`src/rtl/tmr_wdog_pre.sv`:
```
module tmr_wdog_pre #(
  parameter int TMR_W = 8,
  parameter int WDT_W = 8,
  parameter int PRE_W = 8
) (
  input  logic             clk,
  input  logic             rst_n,
  input  logic             cfg_we,
  input  logic [7:0]       cfg_data,
  input  logic             cyc_tick,
  input  logic             ext_pin,
  input  logic             wdt_tick,
  input  logic             wdt_clr,
  input  logic             ovf_clr,
  output logic [TMR_W-1:0] tmr_q,
  output logic             tmr_ovf,
  output logic             wdt_timeout,
  output logic             ext_in_force
);
  localparam logic [TMR_W-1:0] TMR_MAX = '1;
  localparam logic [WDT_W-1:0] WDT_MAX = '1;

  logic [7:0]       ctl;
  logic [2:0]       sync;
  logic [PRE_W-1:0] pre_cnt;
  logic [WDT_W-1:0] wdt_cnt;

  wire       src_ext  = ctl[5];
  wire       fall_sel = ctl[4];
  wire       pre_wdt  = ctl[3];
  wire [2:0] rate     = ctl[2:0];

  wire rise_ev  = sync[1] & ~sync[2];
  wire fall_ev  = ~sync[1] & sync[2];
  wire src_tick = src_ext ? (fall_sel ? fall_ev : rise_ev) : cyc_tick;

  wire [PRE_W-1:0] mask_t = (PRE_W'(2) << rate) - PRE_W'(1);
  wire [PRE_W-1:0] mask_w = (PRE_W'(1) << rate) - PRE_W'(1);

  wire pre_en   = pre_wdt ? wdt_tick : src_tick;
  wire pre_mask = ((pre_cnt & (pre_wdt ? mask_w : mask_t)) == (pre_wdt ? mask_w : mask_t));
  wire tmr_step = pre_wdt ? src_tick : (src_tick & pre_mask);
  wire wdt_step = pre_wdt ? (wdt_tick & pre_mask) : wdt_tick;

  assign ext_in_force = src_ext;

  always_ff @(posedge clk) begin
    if (!rst_n) begin
      ctl  <= 8'hFF;
      sync <= '0;
    end else begin
      if (cfg_we) ctl <= cfg_data;
      sync <= {sync[1:0], ext_pin};
    end
  end

  always_ff @(posedge clk) begin
    if (!rst_n || wdt_clr) pre_cnt <= '0;
    else if (pre_en)       pre_cnt <= pre_cnt + PRE_W'(1);
  end

  always_ff @(posedge clk) begin
    if (!rst_n) begin
      tmr_q   <= '0;
      tmr_ovf <= 1'b0;
    end else begin
      if (tmr_step) tmr_q <= tmr_q + TMR_W'(1);
      if (tmr_step && tmr_q == TMR_MAX) tmr_ovf <= 1'b1;
      else if (ovf_clr)                 tmr_ovf <= 1'b0;
    end
  end

  always_ff @(posedge clk) begin
    if (!rst_n || wdt_clr) begin
      wdt_cnt     <= '0;
      wdt_timeout <= 1'b0;
    end else begin
      if (wdt_step) wdt_cnt <= wdt_cnt + WDT_W'(1);
      wdt_timeout <= wdt_step && (wdt_cnt == WDT_MAX);
    end
  end
endmodule


```
`config.mk`:
```
export PLATFORM = sky130hd
export DESIGN_NAME = tmr_wdog_pre
export DESIGN_NICKNAME = d
export VERILOG_FILES = /design/src/rtl/tmr_wdog_pre.sv
export SDC_FILE = /design/constraint.sdc
export NUM_CORES = 1
export LEC_CHECK = 0
export ABC_AREA = 0
export BUFFER_PORTS_ARGS = -buffer_cell sky130_fd_sc_hd__buf_4
export CORE_MARGIN = 5
export CORE_UTILIZATION = 60
export DETAILED_ROUTE_END_ITERATION = 8
export GPL_ROUTABILITY_DRIVEN = 0
export PLACE_DENSITY = 0.94
export SLEW_MARGIN = 20
export SYNTH_ARGS = -nofsm -noshare
export SYNTH_HDL_FRONTEND = slang
export SYNTH_SLANG_ARGS = --single-unit
```
`constraint.sdc`:
```
create_clock -name clk -period 7.1 [get_ports clk]
set_clock_uncertainty 0.2 [all_clocks]
set_input_delay 0.71 -clock clk [delete_from_list [all_inputs] [get_ports clk]]
set_output_delay 0.71 -clock clk [all_outputs]
set_load 0.02 [all_outputs]
```
==> run_results.csv <==
group,metric,value,unit
setup_path,critPathArrivalTime,3.38,ns
logic_synthesis,ys_seq_area_frac,0.370,
cts,clk_pin_slew,0.10,ns
cells_and_area,drive_gt1_frac,0.172,
timing,finalMaxSlewViolations,0,
grt,grt_pass1_wl,6510,um
job,drv_cap,0,
cts,htree_num_levels,2,
detailed_routing,drtAntennaViolNets,0,
cts,cts_num_sinks,35,
detailed_routing,drc,0,
cells_and_area,nets,259,
cells_and_area,register_area,701,um^2
logic_synthesis,post_synth.cell_area_avg,8.76,um^2
cts,root_buffer,"clkbuf_4",
min_path,hp-class,"register to register",
floorplanning,rows,20,
grt,grt_pass1_vias,1522,
logic_synthesis,synth_flop_cell,"dfxtp_1",
logic_synthesis,yosysWarnings,0,
grt,grt_max_degree,27,
logic_synthesis,synth_edf_count,0,
cts,cts_setup_buffers,0,
cells_and_area,fin_cells,282,
place,hpwl,2760,um
floorplanning,dieArea,4380,um^2
setup_path,setup.worst_path.start_class,"register",
cts,numCtsBuffers,5,
timing,setup_viol_count_final,0,
cells_and_area,final_util,0.712,
detailed_routing,wl_per_cell,13.8,um
setup_path,worstSetupPathType,"register to register",
timing,fmax,0.299,GHz
detailed_routing,viasPerCell,5.71,
setup_path,startpoint,"ctl[0]",
detailed_routing,first_iter_violations,92,
cts,cts_tree,"yes",
floorplanning,ioPinCount,27,
cells_and_area,multi_input_area,1130,um^2
floorplanning,die_y,66.2,um
logic_synthesis,async_reset_ff_frac,0,
cts,clkLatencyLatePin,0.34,ns
min_path,min_from,"sync[0]",
cells_and_area,antennaDiodeCount,0,
setup_path,rr_startpoint,"ctl[0]",
logic_synthesis,ys_types,44,
logic_synthesis,synth_area,1890,um^2
logic_synthesis,syn_inst,216,
timing,rsz0062_at_grt,"false",
floorplanning,initial_utilization,0.625,
detailed_routing,dr.pass1.iters,4,
cells_and_area,nFillCells,242,
pwr,max-vdd-ir-drop,0.158,mV
logic_synthesis,ys_seq_elements,35,
timing,hold_viol,0,
timing,fin_tns_setup,0,ns
cells_and_area,area_growth,13.9,%
setup_path,rrSetupSlack,3.76,ns
timing,max_slew.worst_pin.slew,0.598,ns
setup_path,critPathCaptureType,"register",
timing,max-slew-margin-rel,0.601,
grt,antenna_found_initial,0,
cts,cts_resized,0,
cts,holdBufCountCts,0,
grt,grt_usage,0.192,
detailed_routing,num_vias,1611,
place,dp.cells,274,
setup_path,crit_required,7.14,ns
cts,clk_path_buf_depth,2,
status,status,"completed",
pwr,p_leak,0.816,nW
setup_path,worstPathMaxFanout,11,
grt,gr-total-overflow,0,
timing,min_period,3.34,ns
place,numPortBuffers,24,
detailed_routing,routed_wl,3890,um
floorplanning,die_w,66.2,um
timing,fin_crit_sh,0.471,
logic_synthesis,syn_nets,238,
floorplanning,coreArea,3030,um^2
pwr,powerDensity,176,nW/um^2
cell usage in the layout (no fill, tap or decap), drive strengths merged, types with 2 or more instances in the layout:
cell type,instances
nand4b,2
nor2,13
and3,5
nand4,6
nand3,6
xnor2,4
buf,24
a21o,2
or3b,4
o211a,2
a31oi,2
nor3,4
dfxtp,35
a41oi,2
ha,6
a31o,2
nand3b,4
nand2b,8
mux2i,11
and2,3
inv,6
nand2,22
a21boi,3
a21oi,9
clkbuf,8
or4,2
nor4,2
o21ai,13
nor2b,4
or3,10
o211ai,2
xor2,4
cells in the mapped netlist, types with 2 or more instances:
master	instances	area, um^2
buf_2	2	10.0
nor2b_1	4	25.0
nor4_1	2	12.5
nand2_1	22	82.6
ha_1	6	75.1
nor3_1	4	20.0
inv_1	6	22.5
nor2_1	13	48.8
clkbuf_1	7	26.3
nand4b_1	2	17.5
a21boi_1	3	22.5
nand3b_1	4	30.0
nand2b_1	8	50.1
nand3_1	6	30.0
and2_1	3	18.8
a31oi_1	2	12.5
o21ai_0	13	65.1
nand4_1	6	37.5
or3b_2	3	26.3
a31o_2	2	17.5
mux2i_1	11	110
or3_1	10	62.6
xnor2_1	4	35.0
or4_1	2	15.0
and3_1	5	31.3
xor2_1	4	35.0
a21oi_1	9	45.0
dfxtp_1	35	701
a21o_1	2	15.0
o211ai_1	2	15.0
report_power, final:
part / switching (mW) / internal, mW / total (mW)
combinational: 0.0286 / 0.0224 / 0.0510
clock: 0.0644 / 0.0582 / 0.123
sequential: 0.00536 / 0.200 / 0.206
through the flow:
step           instance area, um^2  setup slack (ns)  total power, mW  hold WS [ns]
3_3_place_gp                  2090              3.85            0.259         0.214
2_1_floorplan                 1890              4.16            0.246         0.212
5_1_grt                       2160              3.56            0.399         0.262
6_report                      2160              3.76            0.379         0.247
4_1_cts                       2160              3.76            0.383         0.245
3_5_place_dp                  2090              3.78            0.261         0.221
final timing paths:
check	depth (start not counted)	to
min	1	sync[1]
min reg2reg	1	sync[1]
max reg2reg	10	tmr_ovf
max	10	tmr_ovf
flip-flops by register name (all words and copies together) (netlist names):
name	cells
pre_cnt	8
tmr_ovf	1
sync	3
wdt_cnt	8
ctl	6
tmr_q	8
wdt_timeout	1
layout make-up:
| type | instances | share of cell area |
|---|---|---|
| timing repair buffer | 24 | 0.0835 |
| sequential | 35 | 0.325 |
| inverter | 6 | 0.0104 |
| tap | 44 | 0.0255 |
| clock buffer | 8 | 0.0319 |
| multi-input combinational | 165 | 0.524 |
logic make-up (layout without fill, tap and decap cells):
kind of cell,Yosys count,in the layout,share of synthesized area
adders and majority gates,6,6,0.0397
buffers and inverters,16,38,0.0330
DFF,35,35,0.370
xor gates and xnor gates,8,8,0.0370
AOI/OAI and AO/OA,42,42,0.172
muxes,12,12,0.0641
and+or+nand+nor,97,97,0.284
critical path, cell delays in order (launching register included):
cell and delay, ns:
dfxtp_1 0.34, inv_1 0.06, ha_1 0.32, or3b_4 0.31
ha_1 0.29, or3b_2 0.47, a21o_1 0.17, a31o_2 0.27
a41oi_2 0.42, nor3_1 0.13, a41o_1 0.26
layer usage:
| layer | vias up | wire length, um | global-route usage |
|---|---|---|---|
| li1 | 821 | - | - |
| met1 | 753 | 1660 | 0.211 |
| met2 | 26 | 2010 | 0.338 |
| met3 | 11 | 145 | 0.0561 |
| met4 | 0 | 78 | 0.0863 |
| met5 | - | 0 | 0 |
Power figures use the tool's default switching activity.
